<file path="src/rtl/mw_pkg.sv">
package mw_pkg;
  typedef enum logic [1:0] {
    ST_IDLE = 2'd0,
    ST_RUN  = 2'd1,
    ST_TAIL = 2'd2
  } mw_state_e;

  localparam int CTRL_BITS = 8;
  localparam int MIN_RESP  = 4;
endpackage

</file>
<file path="src/rtl/mw_fifo.sv">
module mw_fifo #(
  parameter int W     = 8,
  parameter int DEPTH = 4
) (
  input  logic         clk_i,
  input  logic         rst_ni,
  input  logic         push_i,
  input  logic [W-1:0] data_i,
  input  logic         pop_i,
  output logic [W-1:0] data_o,
  output logic         empty_o,
  output logic         full_o
);
  localparam int AW = (DEPTH > 1) ? $clog2(DEPTH) : 1;
  localparam int CW = $clog2(DEPTH + 1);

  logic [W-1:0]  mem_q [DEPTH];
  logic [AW-1:0] wr_q, rd_q;
  logic [CW-1:0] cnt_q;
  logic          do_push, do_pop;

  assign empty_o = (cnt_q == '0);
  assign full_o  = (cnt_q == CW'(DEPTH));
  assign do_push = push_i && !full_o;
  assign do_pop  = pop_i && !empty_o;
  assign data_o  = mem_q[rd_q];

  always_ff @(posedge clk_i) begin
    if (do_push) mem_q[wr_q] <= data_i;
  end

  always_ff @(posedge clk_i or negedge rst_ni) begin
    if (!rst_ni) begin
      wr_q  <= '0;
      rd_q  <= '0;
      cnt_q <= '0;
    end else begin
      if (do_push) wr_q <= (wr_q == AW'(DEPTH - 1)) ? '0 : wr_q + AW'(1);
      if (do_pop)  rd_q <= (rd_q == AW'(DEPTH - 1)) ? '0 : rd_q + AW'(1);
      case ({do_push, do_pop})
        2'b10:   cnt_q <= cnt_q + CW'(1);
        2'b01:   cnt_q <= cnt_q - CW'(1);
        default: cnt_q <= cnt_q;
      endcase
    end
  end
endmodule

</file>
<file path="src/rtl/mw_clkgen.sv">
module mw_clkgen #(
  parameter int DIV_W = 8
) (
  input  logic             clk_i,
  input  logic             rst_ni,
  input  logic             en_i,
  input  logic [DIV_W-1:0] half_i,
  output logic             tick_o
);
  logic [DIV_W-1:0] cnt_q;

  assign tick_o = en_i && (cnt_q == half_i - DIV_W'(1));

  always_ff @(posedge clk_i or negedge rst_ni) begin
    if (!rst_ni)               cnt_q <= '0;
    else if (!en_i || tick_o)  cnt_q <= '0;
    else                       cnt_q <= cnt_q + DIV_W'(1);
  end
endmodule

</file>
<file path="src/rtl/mw_seq.sv">
module mw_seq
  import mw_pkg::*;
#(
  parameter int RESP_W = 16,
  parameter int DIV_W  = 8,
  localparam int LEN_W = $clog2(RESP_W),
  localparam int CNT_W = $clog2(CTRL_BITS + RESP_W + 2)
) (
  input  logic                 clk_i,
  input  logic                 rst_ni,
  input  logic [CTRL_BITS-1:0] tx_data_i,
  input  logic                 tx_empty_i,
  output logic                 tx_pop_o,
  input  logic                 rx_full_i,
  output logic                 rx_push_o,
  output logic [RESP_W-1:0]    rx_word_o,
  input  logic [LEN_W-1:0]     cfg_len_i,
  input  logic [DIV_W-1:0]     cfg_div_i,
  input  logic                 cfg_cont_i,
  input  logic                 sdi_i,
  input  logic                 tick_i,
  output logic                 run_o,
  output logic [DIV_W-1:0]     half_o,
  output logic                 sclk_o,
  output logic                 cs_no,
  output logic                 sdo_o,
  output logic                 busy_o,
  output logic                 overrun_o
);
  mw_state_e            state_q;
  logic [CNT_W-1:0]     bit_q, last_q, last_cfg;
  logic [CTRL_BITS-1:0] tx_sh_q;
  logic [RESP_W-1:0]    rx_sh_q;
  logic [DIV_W-1:0]     half_q, half_cfg, half_raw;
  logic [LEN_W-1:0]     len_eff;
  logic                 sclk_q, ovr_q;
  logic                 can_start, start_idle, rise, fall, frame_end, chain;

  // clamp length code and divisor
  assign len_eff  = (cfg_len_i < LEN_W'(MIN_RESP - 1)) ? LEN_W'(MIN_RESP - 1) : cfg_len_i;
  assign last_cfg = CNT_W'(CTRL_BITS + 1) + CNT_W'(len_eff);
  assign half_raw = cfg_div_i >> 1;
  assign half_cfg = (half_raw == '0) ? DIV_W'(1) : half_raw;

  assign can_start  = !tx_empty_i && !rx_full_i;
  assign start_idle = (state_q == ST_IDLE) && can_start;
  assign rise       = (state_q == ST_RUN) && tick_i && !sclk_q;
  assign fall       = (state_q == ST_RUN) && tick_i && sclk_q;
  assign frame_end  = fall && (bit_q == last_q);
  // fullness sampled before this frame's push
  assign chain      = frame_end && cfg_cont_i && can_start;

  assign tx_pop_o  = start_idle || chain;
  assign rx_push_o = frame_end;
  assign rx_word_o = rx_sh_q;
  assign run_o     = (state_q != ST_IDLE);
  assign half_o    = half_q;
  assign sclk_o    = sclk_q;
  assign cs_no     = (state_q == ST_IDLE);
  assign busy_o    = (state_q != ST_IDLE);
  assign sdo_o     = (state_q == ST_RUN) && (bit_q < CNT_W'(CTRL_BITS)) && tx_sh_q[CTRL_BITS-1];
  assign overrun_o = ovr_q;

  always_ff @(posedge clk_i or negedge rst_ni) begin
    if (!rst_ni) begin
      state_q <= ST_IDLE;
      bit_q   <= '0;
      last_q  <= '0;
      tx_sh_q <= '0;
      rx_sh_q <= '0;
      half_q  <= DIV_W'(1);
      sclk_q  <= 1'b0;
      ovr_q   <= 1'b0;
    end else begin
      if (frame_end && rx_full_i) ovr_q <= 1'b1;
      case (state_q)
        ST_IDLE: begin
          sclk_q <= 1'b0;
          if (start_idle) begin
            state_q <= ST_RUN;
            bit_q   <= '0;
            tx_sh_q <= tx_data_i;
            rx_sh_q <= '0;
            last_q  <= last_cfg;
            half_q  <= half_cfg;
          end
        end
        ST_RUN: begin
          if (rise) begin
            sclk_q <= 1'b1;
            if (bit_q > CNT_W'(CTRL_BITS))
              rx_sh_q <= {rx_sh_q[RESP_W-2:0], sdi_i};
          end else if (fall) begin
            sclk_q <= 1'b0;
            if (frame_end) begin
              if (chain) begin
                bit_q   <= '0;
                tx_sh_q <= tx_data_i;
                rx_sh_q <= '0;
                last_q  <= last_cfg;
                half_q  <= half_cfg;
              end else begin
                state_q <= ST_TAIL;
              end
            end else begin
              bit_q <= bit_q + CNT_W'(1);
              if (bit_q < CNT_W'(CTRL_BITS)) tx_sh_q <= tx_sh_q << 1;
            end
          end
        end
        ST_TAIL: begin
          if (tick_i) state_q <= ST_IDLE;
        end
        default: state_q <= ST_IDLE;
      endcase
    end
  end
endmodule

</file>
<file path="src/rtl/mw_master.sv">
module mw_master
  import mw_pkg::*;
#(
  parameter int RESP_W  = 16,
  parameter int DIV_W   = 8,
  parameter int TX_DEPTH = 4,
  parameter int RX_DEPTH = 4,
  localparam int LEN_W  = $clog2(RESP_W)
) (
  input  logic                 clk_i,
  input  logic                 rst_ni,
  input  logic [CTRL_BITS-1:0] tx_data_i,
  input  logic                 tx_valid_i,
  output logic                 tx_ready_o,
  output logic [RESP_W-1:0]    rx_data_o,
  output logic                 rx_valid_o,
  input  logic                 rx_ready_i,
  input  logic [LEN_W-1:0]     cfg_len_i,
  input  logic [DIV_W-1:0]     cfg_div_i,
  input  logic                 cfg_cont_i,
  output logic                 sclk_o,
  output logic                 cs_no,
  output logic                 sdo_o,
  input  logic                 sdi_i,
  output logic                 busy_o,
  output logic                 overrun_o
);
  logic [CTRL_BITS-1:0] txq_data;
  logic                 txq_empty, txq_full, txq_pop;
  logic [RESP_W-1:0]    rx_word;
  logic                 rxq_empty, rxq_full, rxq_push;
  logic                 run, tick;
  logic [DIV_W-1:0]     half;

  assign tx_ready_o = !txq_full;
  assign rx_valid_o = !rxq_empty;

  mw_fifo #(.W(CTRL_BITS), .DEPTH(TX_DEPTH)) u_txq (
    .clk_i, .rst_ni,
    .push_i (tx_valid_i), .data_i (tx_data_i),
    .pop_i  (txq_pop),    .data_o (txq_data),
    .empty_o(txq_empty),  .full_o (txq_full)
  );

  mw_fifo #(.W(RESP_W), .DEPTH(RX_DEPTH)) u_rxq (
    .clk_i, .rst_ni,
    .push_i (rxq_push),   .data_i (rx_word),
    .pop_i  (rx_ready_i), .data_o (rx_data_o),
    .empty_o(rxq_empty),  .full_o (rxq_full)
  );

  mw_clkgen #(.DIV_W(DIV_W)) u_clk (
    .clk_i, .rst_ni, .en_i(run), .half_i(half), .tick_o(tick)
  );

  mw_seq #(.RESP_W(RESP_W), .DIV_W(DIV_W)) u_seq (
    .clk_i, .rst_ni,
    .tx_data_i (txq_data), .tx_empty_i(txq_empty), .tx_pop_o(txq_pop),
    .rx_full_i (rxq_full), .rx_push_o (rxq_push),  .rx_word_o(rx_word),
    .cfg_len_i, .cfg_div_i, .cfg_cont_i, .sdi_i,
    .tick_i(tick), .run_o(run), .half_o(half),
    .sclk_o, .cs_no, .sdo_o, .busy_o, .overrun_o
  );
endmodule

</file>
<file path="config.mk">
export PLATFORM = sky130hd
export DESIGN_NAME = mw_master
export DESIGN_NICKNAME = d
export VERILOG_FILES = /design/src/rtl/mw_pkg.sv /design/src/rtl/mw_fifo.sv /design/src/rtl/mw_clkgen.sv /design/src/rtl/mw_seq.sv /design/src/rtl/mw_master.sv
export SDC_FILE = /design/constraint.sdc
export NUM_CORES = 1
export LEC_CHECK = 0
export BUFFER_PORTS_ARGS = -buffer_cell sky130_fd_sc_hd__buf_2
export CAP_MARGIN = 20
export CORE_MARGIN = 5
export CORE_UTILIZATION = 33
export DETAILED_ROUTE_END_ITERATION = 12
export GPL_TIMING_DRIVEN = 0
export PLACE_DENSITY = 0.57
export SETUP_SLACK_MARGIN = 0.15
export SLEW_MARGIN = 20
export SYNTH_ARGS = -nofsm -noshare
export SYNTH_HDL_FRONTEND = slang
export SYNTH_SLANG_ARGS = --single-unit
</file>
<file path="constraint.sdc">
create_clock -name clk_i -period 3.95 [get_ports clk_i]
set_clock_uncertainty 0.2 [all_clocks]
set_input_delay 0.395 -clock clk_i [delete_from_list [all_inputs] [get_ports clk_i]]
set_output_delay 0.395 -clock clk_i [all_outputs]
set_load 0.005 [all_outputs]
</file>
==> results of run 1 <==
state kept, by name (all words and copies together) (netlist names), 3 cells and up:
| name | cells |
|---|---|
| u_seq.half_o | 7 |
| u_seq.bit_q | 5 |
| u_txq.cnt_q | 3 |
| u_seq.tx_sh_q | 8 |
| u_seq.rx_word_o | 16 |
| u_rxq.mem_q | 64 |
| u_seq.last_q | 5 |
| u_clk.cnt_q | 8 |
| u_txq.mem_q | 32 |
| u_rxq.cnt_q | 3 |
synthesized netlist by cell type, drive strengths merged, types with 11 or more instances:
master  instances  area [um2]
mux4           24       540.5
and3           11       68.82
edfxtp         96        2883
nand2          51       191.4
nor2           18       67.56
a21oi          11       55.05
dfrtp          66        1652
o21ai          26       141.4
mux2           27       330.3
nor3           11       55.05
inv            20       75.07
xor2           15       131.4
ha             17       212.7
worst reg2reg max path: stages, from the launching register on:
cell	delay (ns)
dfstp_2	0.56
inv_1	0.06
ha_1	0.23
nor3b_2	0.17
and3_1	0.18
nor4_4	0.33
o221ai_4	0.17
o31a_1	0.33
clkbuf_4	0.22
inv_2	0.13
ha_1	0.20
inv_1	0.06
fa_1	0.37
xor2_1	0.16
nor2_1	0.11
xor2_1	0.16
final timing paths:
path	end	slack [ns]	cells after the start
max	u_txq.cnt_q[2]	0.25	15
min	u_seq.half_o[0]	0.08	3
max reg2reg	u_txq.cnt_q[2]	0.25	15
min reg2reg	u_seq.overrun_o	0.28	1
max in group asynchronous	u_seq.rx_word_o[12]	2.80	3
min in group asynchronous	u_txq.wr_q[0]	0.19	2
through the flow:
step                      total power [W]  setup slack [ns]  utilization [%]
final                            0.005377            0.2466            40.13
after global routing             0.005713           0.06167            40.13
after CTS                        0.005432            0.2178            39.98
after detailed placement         0.003787          -0.02903            36.46
after global placement           0.003712           0.07112            36.32
after floorplan                  0.003345            0.4812                -
final cells by class:
class | instances | area (um2)
Clock buffer | 19 | 432.9
Tap cell | 275 | 344.1
Multi-Input combinational cell | 283 | 2400
Fill cell | 1982 | 12630
Clock inverter | 13 | 146.4
Buffer | 16 | 70.07
Timing Repair Buffer | 65 | 432.9
Inverter | 20 | 75.07
Sequential cell | 163 | 4561
repair_timing:
item                                    CTS  global route
resized for setup                         3             6
buffers inserted                          0             1
hold buffers                             16             0
endpoints found under the hold margin    67             0
endpoints found under the setup margin    2            65
power groups by stage:
| stage | Clock, W | Sequential [W] | Combinational (W) |
|---|---|---|---|
| 3_5_place_dp | 0 | 0.00243 | 0.00136 |
| 5_1_grt | 0.00173 | 0.00245 | 0.00153 |
| 6_report | 0.00162 | 0.00240 | 0.00136 |
| 3_3_place_gp | 0 | 0.00241 | 0.00130 |
| 2_1_floorplan | 0 | 0.00235 | 0.000996 |
| 4_1_cts | 0.00165 | 0.00240 | 0.00138 |
cell usage in the layout, fill, tap and decap left out, drive strengths merged, types with 2 or more instances in the layout:
| master | Yosys | final |
|---|---|---|
| a21o | 4 | 4 |
| clkinvlp | 0 | 2 |
| o31a | 2 | 2 |
| dlygate4sd3 | 0 | 16 |
| nand2b | 5 | 5 |
| xor2 | 15 | 15 |
| and2 | 5 | 5 |
| nor3 | 11 | 11 |
| mux2 | 27 | 27 |
| buf | 6 | 55 |
| nor2 | 18 | 18 |
| ha | 17 | 17 |
| o211ai | 2 | 2 |
| or4 | 4 | 4 |
| nand3b | 2 | 2 |
| xnor2 | 10 | 10 |
| or2 | 4 | 4 |
| or3 | 2 | 2 |
| nor4 | 3 | 3 |
| a21oi | 11 | 11 |
| bufinv | 0 | 2 |
| o21bai | 2 | 2 |
| nand3 | 10 | 10 |
| o31ai | 3 | 3 |
| nor3b | 2 | 2 |
| clkinv | 0 | 4 |
| clkbuf | 10 | 29 |
| nand2 | 51 | 51 |
| edfxtp | 96 | 96 |
| o21ai | 26 | 26 |
| mux4 | 24 | 24 |
| inv | 20 | 25 |
| and3 | 11 | 11 |
| fa | 2 | 2 |
| dfrtp | 66 | 66 |
routing by layer:
| metal | global-route usage, % | routed length, um |
|---|---|---|
| met1 | 14.37 | 5925 |
| met4 | 3.306 | 182 |
| met3 | 3.429 | 450 |
| met2 | 20.09 | 6722 |
| met5 | 0 | 0 |
cell families (layout without fill, tap and decap cells):
| kind of cell | Yosys count | in the layout | synth area share (%) |
|---|---|---|---|
| DFF | 163 | 163 | 64.42 |
| and+or+nand+nor | 131 | 131 | 9.456 |
| muxes | 52 | 52 | 12.44 |
| xor gates and xnor gates | 25 | 25 | 3.093 |
| buffers and inverters | 36 | 133 | 1.997 |
| AOI/OAI and AO/OA | 56 | 56 | 5.019 |
| adders and majority gates | 19 | 19 | 3.570 |
==> flow_summary.json, run 1 <==
{
  "ys_ff_latch": 163,
  "synth_cells": 482,
  "drt_iter0_markers": 229,
  "fmax_ghz": 0.2700,
  "switchingPower_w": 0.001608,
  "synth_edf_count": 96,
  "clkTransAtPathRegs_ns": 0.06,
  "track_usage_pct": 11.69,
  "overflow": 0,
  "die_h_um": 156.5,
  "drc": 0,
  "path_class": "flop to flop",
  "cap_viol_max_count": 0,
  "drt.antenna.violating_nets": 0,
  "syn_area_per_cell_um2": 14.69,
  "grt_pass1_wl_mm": 22.22,
  "status": "complete, no violations",
  "clock_path_buffers": 2,
  "crit_start": "u_seq.half_o[0]",
  "cts_tree": "done",
  "synthFlopType": "edfxtp_1",
  "cts_made_buffers": 17,
  "cts_root_buffer": "clkbuf_16",
  "core_um2": 21090,
  "slew_viol_final": 0,
  "finalNonFillerCells": 854,
  "p_leak_nw": 3.282,
  "htreeDepth": 4,
  "viasPerCell": 4.767,
  "layout-drive-gt1-share_pct": 24.01,
  "ys.warnings.count": 0,
  "place_inst": 805,
  "period_share_pct": 93.76,
  "clkSinkCount": 163,
  "io_pins": 49,
  "diodes": 0,
  "vdd_drop_max_uv": 344.9,
  "p_int_w": 0.003769,
  "powerDensity_nw_per_um2": 635.4,
  "yosysUniqueCellTypes": 53,
  "vias": 4071,
  "crit_buf_inv": 4,
  "synth.yosys.seq_area_share_pct": 64.42,
  "placed_area_um2": 7689,
  "hold_path_class": "input pin to flop",
  "regToRegStartpoint": "u_seq.half_o[0]",
  "grt_max_degree": 48,
  "cp_max_fo": 10,
  "relSlewSlack_pct": 46.53,
  "netSwitchingFraction_pct": 29.90,
  "cp_slowest_cell": "dfstp_2",
  "pwr-share-clk_pct": 30.1,
  "grt_setup_unrepaired": "true",
  "routedWlPerCell_um": 15.55,
  "stdcell_area_um2": 8462,
  "synth_area_um2": 7079,
  "async_flop_share_pct": 41.10,
  "fin_hold_ws_ns": 0.07616,
  "nNetsFinal": 611,
  "insertion_delay_ns": 0.42,
  "gp_congestion": 0.7619,
  "antenna_found_initial": 0,
  "rows": 53,
  "die_x_um": 156.5,
  "endpoint_kind": "flop",
  "cp_top_family": "adder cells",
  "syn2layout_area_growth_pct": 19.53,
  "synth_nets": 527,
  "wl_mm": 13.28,
  "worstMarginPinSlew_ns": 0.8021,
  "die_area_um2": 24480,
  "arrival_ns": 3.85,
  "start_util_pct": 33.57,
  "comb_power_share_pct": 25.3,
  "holdCritStartpoint": "cfg_div_i[1]",
  "startpoint_type": "flop",
  "finalSetupViolations": 0,
  "dp_hpwl_mm": 9.106,
  "portBuffers": 47,
  "setup_tns_ns": 0,
  "worstPathCellList": "inv_1, ha_1, nor3b_2, and3_1, nor4_4, o221ai_4, o31a_1, clkbuf_4, inv_2, ha_1, inv_1, fa_1, xor2_1, nor2_1, xor2_1",
  "cp.required_ns": 4.09,
  "grt_pass1_vias": 4340,
  "period_minus_slack_ns": 3.703,
  "dr.pass1.iters": 4,
  "worst_path_largest_cell_delay_ns": 0.56,
  "hold_viol_final": 0,
  "seq_power_share_pct": 44.6
}
No activity file was read; power rests on OpenSTA's default activity.
==> run 2, diff against run 1 <==
Settings changed: ABC_AREA set to 1.
==> run 2 against run 1 <==
Net effect:
- non-clock buffer count rose by 8
- utilization rose by 0.21 points
- first-iteration DRC count rose by 42%
- critical path type unchanged
- critical endpoint unchanged
- largest cell class unchanged
- largest power group unchanged
==> flow_summary.json, run 2 <==
{
  "layout_common_cells": "nand2_1, edfxtp_1, nor2_1",
  "worstMarginPinSlew_ns": 0.8030,
  "cts_root_buffer": "clkbuf_16",
  "relSlewSlack_pct": 46.27,
  "async_flop_share_pct": 41.10,
  "synth_nets": 775,
  "core_um2": 22030,
  "dr.pass1.iters": 4,
  "yosysMostFrequentCell": "nand2_1",
  "rows": 54,
  "grt_pass1_vias": 5039,
  "track_usage_pct": 12.66,
  "grt_max_degree": 53,
  "wl_mm": 15.57,
  "layout-drive-gt1-share_pct": 14.35,
  "seqCellArea_um2": 4561,
  "yosys-top-cells-count": "nand2_1, edfxtp_1, nor2_1",
  "cp.required_ns": 4.05,
  "endpoint_kind": "flop",
  "ys.warnings.count": 0,
  "synthFlopType": "edfxtp_1",
  "diodes": 0,
  "yosysUniqueCellTypes": 44,
  "final_common_cell": "nand2_1",
  "cp_slowest_cell": "dfstp_2",
  "grt_pass1_wl_mm": 26.03,
  "dp_hpwl_mm": 10.83,
  "drt.antenna.violating_nets": 0,
  "drt_iter0_markers": 325,
  "cp_max_fo": 10,
  "cts_made_buffers": 17,
  "start_util_pct": 33.72,
  "finalSetupViolations": 0,
  "synth_top_area_share_pct": 38.81,
  "viasPerCell": 4.628,
  "multiInputGateArea_um2": 2511,
  "period_share_pct": 87.85,
  "die_h_um": 160.0,
  "rrSetupSlack_ns": 0.48,
  "status": "complete, no violations",
  "nNetsFinal": 861,
  "fmax_ghz": 0.2882,
  "die_x_um": 160.0,
  "arrival_ns": 3.57,
  "htreeDepth": 4,
  "clkTransAtPathRegs_ns": 0.07,
  "antenna_found_initial": 1,
  "powerDensity_nw_per_um2": 632.3,
  "largest-register": "u_rxq.mem_q",
  "syn_area_per_cell_um2": 10.17,
  "crit_buf_inv": 5,
  "largest_reg_flops": 64,
  "p_leak_nw": 3.745,
  "portBuffers": 47,
  "grt_setup_unrepaired": "false",
  "startpoint_type": "flop",
  "clkSinkCount": 163,
  "stdcell_area_um2": 8885,
  "fillers": 2141,
  "synthTopCellsByArea": "edfxtp_1, dfrtp_1, nand2_1, nor2_1, o21ai_0",
  "slew_viol_final": 0,
  "cap_viol_max_count": 0,
  "insertion_delay_ns": 0.43,
  "syn2layout_area_growth_pct": 19.63,
  "worstPathCellList": "inv_2, ha_1, inv_1, nand2_1, nand2_1, nand2_1, nor2_1, nand3_1, nor2_2, nand3_2, inv_4, nand3_4, nand2_4, buf_6, ha_1, inv_1, fa_1, a21oi_1, o21ai_0, xor2_1",
  "cp_top_family": "simple AND/OR/NAND/NOR gates",
  "hold_path_class": "input pin to flop",
  "ys_ff_latch": 163,
  "overflow": 0,
  "synth_area_um2": 7427,
  "synth_cells": 730,
  "vias": 5133,
  "yosysTopAreaCell": "edfxtp_1",
  "placed_area_um2": 8105,
  "setup_tns_ns": 0,
  "gp_congestion": 0.7718,
  "routedWlPerCell_um": 14.04,
  "io_pins": 49,
  "synth_edf_count": 96,
  "hold_viol_final": 0,
  "die_area_um2": 25610,
  "drc": 0,
  "timing.critical_path.mode_cell": "nand2_1",
  "clock_path_buffers": 2,
  "vdd_drop_max_uv": 300.1,
  "synth.yosys.seq_area_share_pct": 61.40,
  "worst_path_largest_cell_delay_ns": 0.54,
  "path_class": "flop to flop",
  "cts_tree": "done",
  "period_minus_slack_ns": 3.470,
  "finalCoreUtilization_pct": 40.34
}
-- run 2: cell types whose count changed after synthesis, moves of 7 or more --
cell / delta
mux2_1: -8
mux4_2: -24
inv_1: +40
nand2_1: +105
o22ai_1: +24
o21ai_0: +44
nand3_1: +19
mux2_2: -12
nor3_1: -8
and3_1: -10
mux2_4: -7
nor2_1: +73
nand4_1: +18
-- run 2: final cells by class --
cell class                 instances  share of cell area (%)
sequential                       163                   51.33
multi-input combinational        480                   28.26
timing repair buffer              67                   5.267
clock buffer                      17                   4.788
tap                              280                   3.943
inverter                          65                   2.788
clock inverter                    15                   2.295
buffer                            22                   1.324
-- run 2: timing repair --
action | in CTS | in global routing
resized for setup | 0 | 0
hold buffers | 15 | 0
endpoints found under the hold margin | 102 | 0
setup buffers | 0 | 0
-- run 2: final timing paths --
kind,startpoint,to,depth (start not counted)
setup reg to reg,u_seq.half_o[0],u_txq.cnt_q[2],20
hold reg to reg,u_txq.cnt_q[0],u_txq.cnt_q[0],1
hold / removal,cfg_div_i[5],u_seq.half_o[4],3
max in group asynchronous,rst_ni,u_seq.overrun_o,3
setup / recovery,u_seq.half_o[0],u_txq.cnt_q[2],20
min in group asynchronous,rst_ni,u_txq.wr_q[0],2
-- run 2: tightest hold or removal path, cell delays in order --
cell,delay (ns)
buf_2,0.09
nand2_1,0.06
o21ai_1,0.07
-- run 2: power breakdown --
group / leakage (nW) / internal [W] / switching (W)
Combinational: 1.74 / 0.000580 / 0.000952
Clock: 0.293 / 0.00106 / 0.000699
Sequential: 1.72 / 0.00210 / 0.000226
-- run 2: per-layer routing --
metal | track usage (%) | vias to the layer above | wire length, um
li1 | - | 2644 | -
met1 | 17.11 | 2385 | 7512
met2 | 20.21 | 82 | 7156
met3 | 3.299 | 20 | 694
met4 | 3.676 | 2 | 190
met5 | 0 | - | 13
-- run 2: through the flow --
step | total power [W] | worst slack (ns) | hold slack [ns] | std cells
2_1_floorplan | 0.003365 | 0.8048 | -0.1006 | 730
3_3_place_gp | 0.003866 | 0.1282 | 0.2555 | 1057
3_5_place_dp | 0.003900 | 0.4912 | 0.08605 | 1062
4_1_cts | 0.005680 | 0.4690 | 0.02015 | 1109
5_1_grt | 0.006012 | 0.2132 | 0.04907 | 1109
6_report | 0.005618 | 0.4798 | 0.03329 | 1109
-- run 2: cells by family after synthesis --
kind of cell | count (synthesis) | share of synthesized area, %
AO/OA/AOI/OAI | 118 | 8.642
XOR/XNOR | 19 | 2.241
adder cells (fa/ha/maj) | 19 | 3.403
buffers and inverters | 87 | 4.919
flip-flops | 163 | 61.40
AND/OR/NAND/NOR | 324 | 19.39
==> run 3, diff against run 2 <==
==> constraint.sdc (replaced) <==
create_clock -name clk_i -period 3.95 [get_ports clk_i]
set_clock_uncertainty 0.2 [all_clocks]
set_input_delay 0.1975 -clock clk_i [delete_from_list [all_inputs] [get_ports clk_i]]
set_output_delay 0.1975 -clock clk_i [all_outputs]
set_load 0.005 [all_outputs]
==> run 3 against run 2 <==
Net effect:
- global-route usage up 0.16 points
- clock-buffer cell count unchanged
- clock power about the same
- sequential share of layout area down 0.59 points
- first-iteration DRC count up 6.2%
- worst setup slack about the same
- via count up 1.1%
- critical path depth unchanged
- worst hold slack about the same
- design area up 1.2%
- utilization up 0.47 points
==> flow_summary.json, run 3 (synthesized netlist as in run 2, its figures left out) <==
{
  "status": "complete, no violations",
  "drt_iter0_markers": 345,
  "powerDensity_nw_per_um2": 625.9,
  "fillers": 2134,
  "dr.pass1.iters": 4,
  "p_leak_nw": 3.788,
  "largest_reg_flops": 64,
  "dp_hpwl_mm": 10.83,
  "slew_viol_final": 0,
  "overflow": 0,
  "setup_tns_ns": 0,
  "place_ws_ns": 0.4912,
  "setup_slack_ns": 0.4802,
  "start_util_pct": 33.72,
  "grt_pass1_vias": 5097,
  "clkTransAtPathRegs_ns": 0.07,
  "wl_mm": 15.75,
  "die_x_um": 160.0,
  "drc": 0,
  "cap_viol_max_count": 0,
  "cts_made_buffers": 17,
  "path_class": "flop to flop",
  "syn2layout_area_growth_pct": 21.01,
  "grt_max_degree": 53,
  "vdd_drop_max_uv": 299.3,
  "cp_max_fo": 10,
  "cts_tree": "done",
  "layout-drive-gt1-share_pct": 14.18,
  "fin_hold_ws_ns": 0.03280,
  "largest-register": "u_rxq.mem_q",
  "drt.antenna.violating_nets": 0,
  "grt_pass1_wl_mm": 26.36,
  "vias": 5192,
  "fmax_ghz": 0.2882,
  "viasPerCell": 4.636,
  "gp_congestion": 0.7718,
  "cp.required_ns": 4.05,
  "finalCoreUtilization_pct": 40.80,
  "antenna_found_initial": 1,
  "nNetsFinal": 871,
  "routedWlPerCell_um": 14.07,
  "clkSinkCount": 163,
  "finalNonFillerCells": 1120,
  "insertion_delay_ns": 0.43,
  "die_h_um": 160.0,
  "period_minus_slack_ns": 3.470,
  "startpoint_type": "flop",
  "arrival_ns": 3.57,
  "htreeDepth": 4,
  "rows": 54,
  "clock_path_buffers": 2,
  "portBuffers": 47,
  "cts-resized-gates": 0,
  "io_pins": 49,
  "cts_root_buffer": "clkbuf_16",
  "track_usage_pct": 12.83,
  "die_area_um2": 25610,
  "final_common_cell": "nand2_1",
  "endpoint_kind": "flop",
  "relSlewSlack_pct": 45.75,
  "grt_setup_unrepaired": "false",
  "period_share_pct": 87.84,
  "hold_viol_final": 0,
  "hold_path_class": "input pin to flop",
  "layout_common_cells": "nand2_1, edfxtp_1, nor2_1",
  "finalSetupViolations": 0,
  "core_um2": 22030,
  "worstMarginPinSlew_ns": 0.8107,
  "place_inst": 1062
}
run 3: cell types whose count changed in the layout (fill, tap and decap cells not counted):
cell	previous run	this run
dlygate4sd3_1	15	25
diode_2	0	1
run 3: area by class of cell:
class | count | area (um2) | area share (%)
Antenna cell | 1 | 2.502 | 0.02784
Buffer | 22 | 117.6 | 1.309
Clock buffer | 17 | 425.4 | 4.733
Clock inverter | 15 | 203.9 | 2.269
Inverter | 65 | 247.7 | 2.757
Multi-Input combinational cell | 480 | 2511 | 27.94
Sequential cell | 163 | 4561 | 50.74
Tap cell | 280 | 350.3 | 3.898
Timing Repair Buffer | 77 | 568.0 | 6.320
run 3: report_power, final:
part	total, W	switching (W)	internal, W	leakage [nW]
clock network	0.00176	0.000697	0.00106	0.293
registers	0.00232	0.000226	0.00210	1.72
logic	0.00154	0.000955	0.000587	1.78
run 3: metrics by stage:
step,area [um2],total power [W]
final,8987,0.005625
after global routing,8987,0.006021
after CTS,8985,0.005688
after detailed placement,8105,0.003900
after global placement,8013,0.003866
after floorplan,7427,0.003365
run 3: per-layer routing:
metal / up-vias / routed length, um / track usage, %
met5: - / 0 / 0
met4: 0 / 194 / 3.676
met3: 18 / 709 / 3.196
met2: 90 / 7324 / 20.77
met1: 2420 / 7524 / 17.19
li1: 2664 / - / -
run 3: worst paths after layout:
path | from | to | slack (ns) | cells after the start
setup / recovery | u_seq.half_o[0] | u_txq.cnt_q[2] | 0.48 | 20
hold / removal | tx_valid_i | u_txq.wr_q[0] | 0.03 | 3
setup reg to reg | u_seq.half_o[0] | u_txq.cnt_q[2] | 0.48 | 20
hold reg to reg | u_seq.overrun_o | u_seq.overrun_o | 0.27 | 1
max in group asynchronous | rst_ni | u_clk.cnt_q[6] | 2.35 | 3
min in group asynchronous | rst_ni | u_seq.half_o[0] | 0.10 | 2
run 3: critical path: stages (launching register included):
cell and delay, ns:
dfstp_2 0.54, inv_2 0.06, ha_1 0.30, inv_1 0.06, nand2_1 0.04, nand2_1 0.06, nand2_1 0.10, nor2_1 0.16
nand3_1 0.11, nor2_2 0.12, nand3_2 0.11, inv_4 0.12, nand3_4 0.09, nand2_4 0.14, buf_6 0.16, ha_1 0.15
inv_1 0.06, fa_1 0.37, a21oi_1 0.14, o21ai_0 0.11, xor2_1 0.16
run 3: what timing repair did:
item                      4_1_cts  5_1_grt
buffers inserted                0        0
hold buffers                   25        0
hold endpoints to repair      112        0
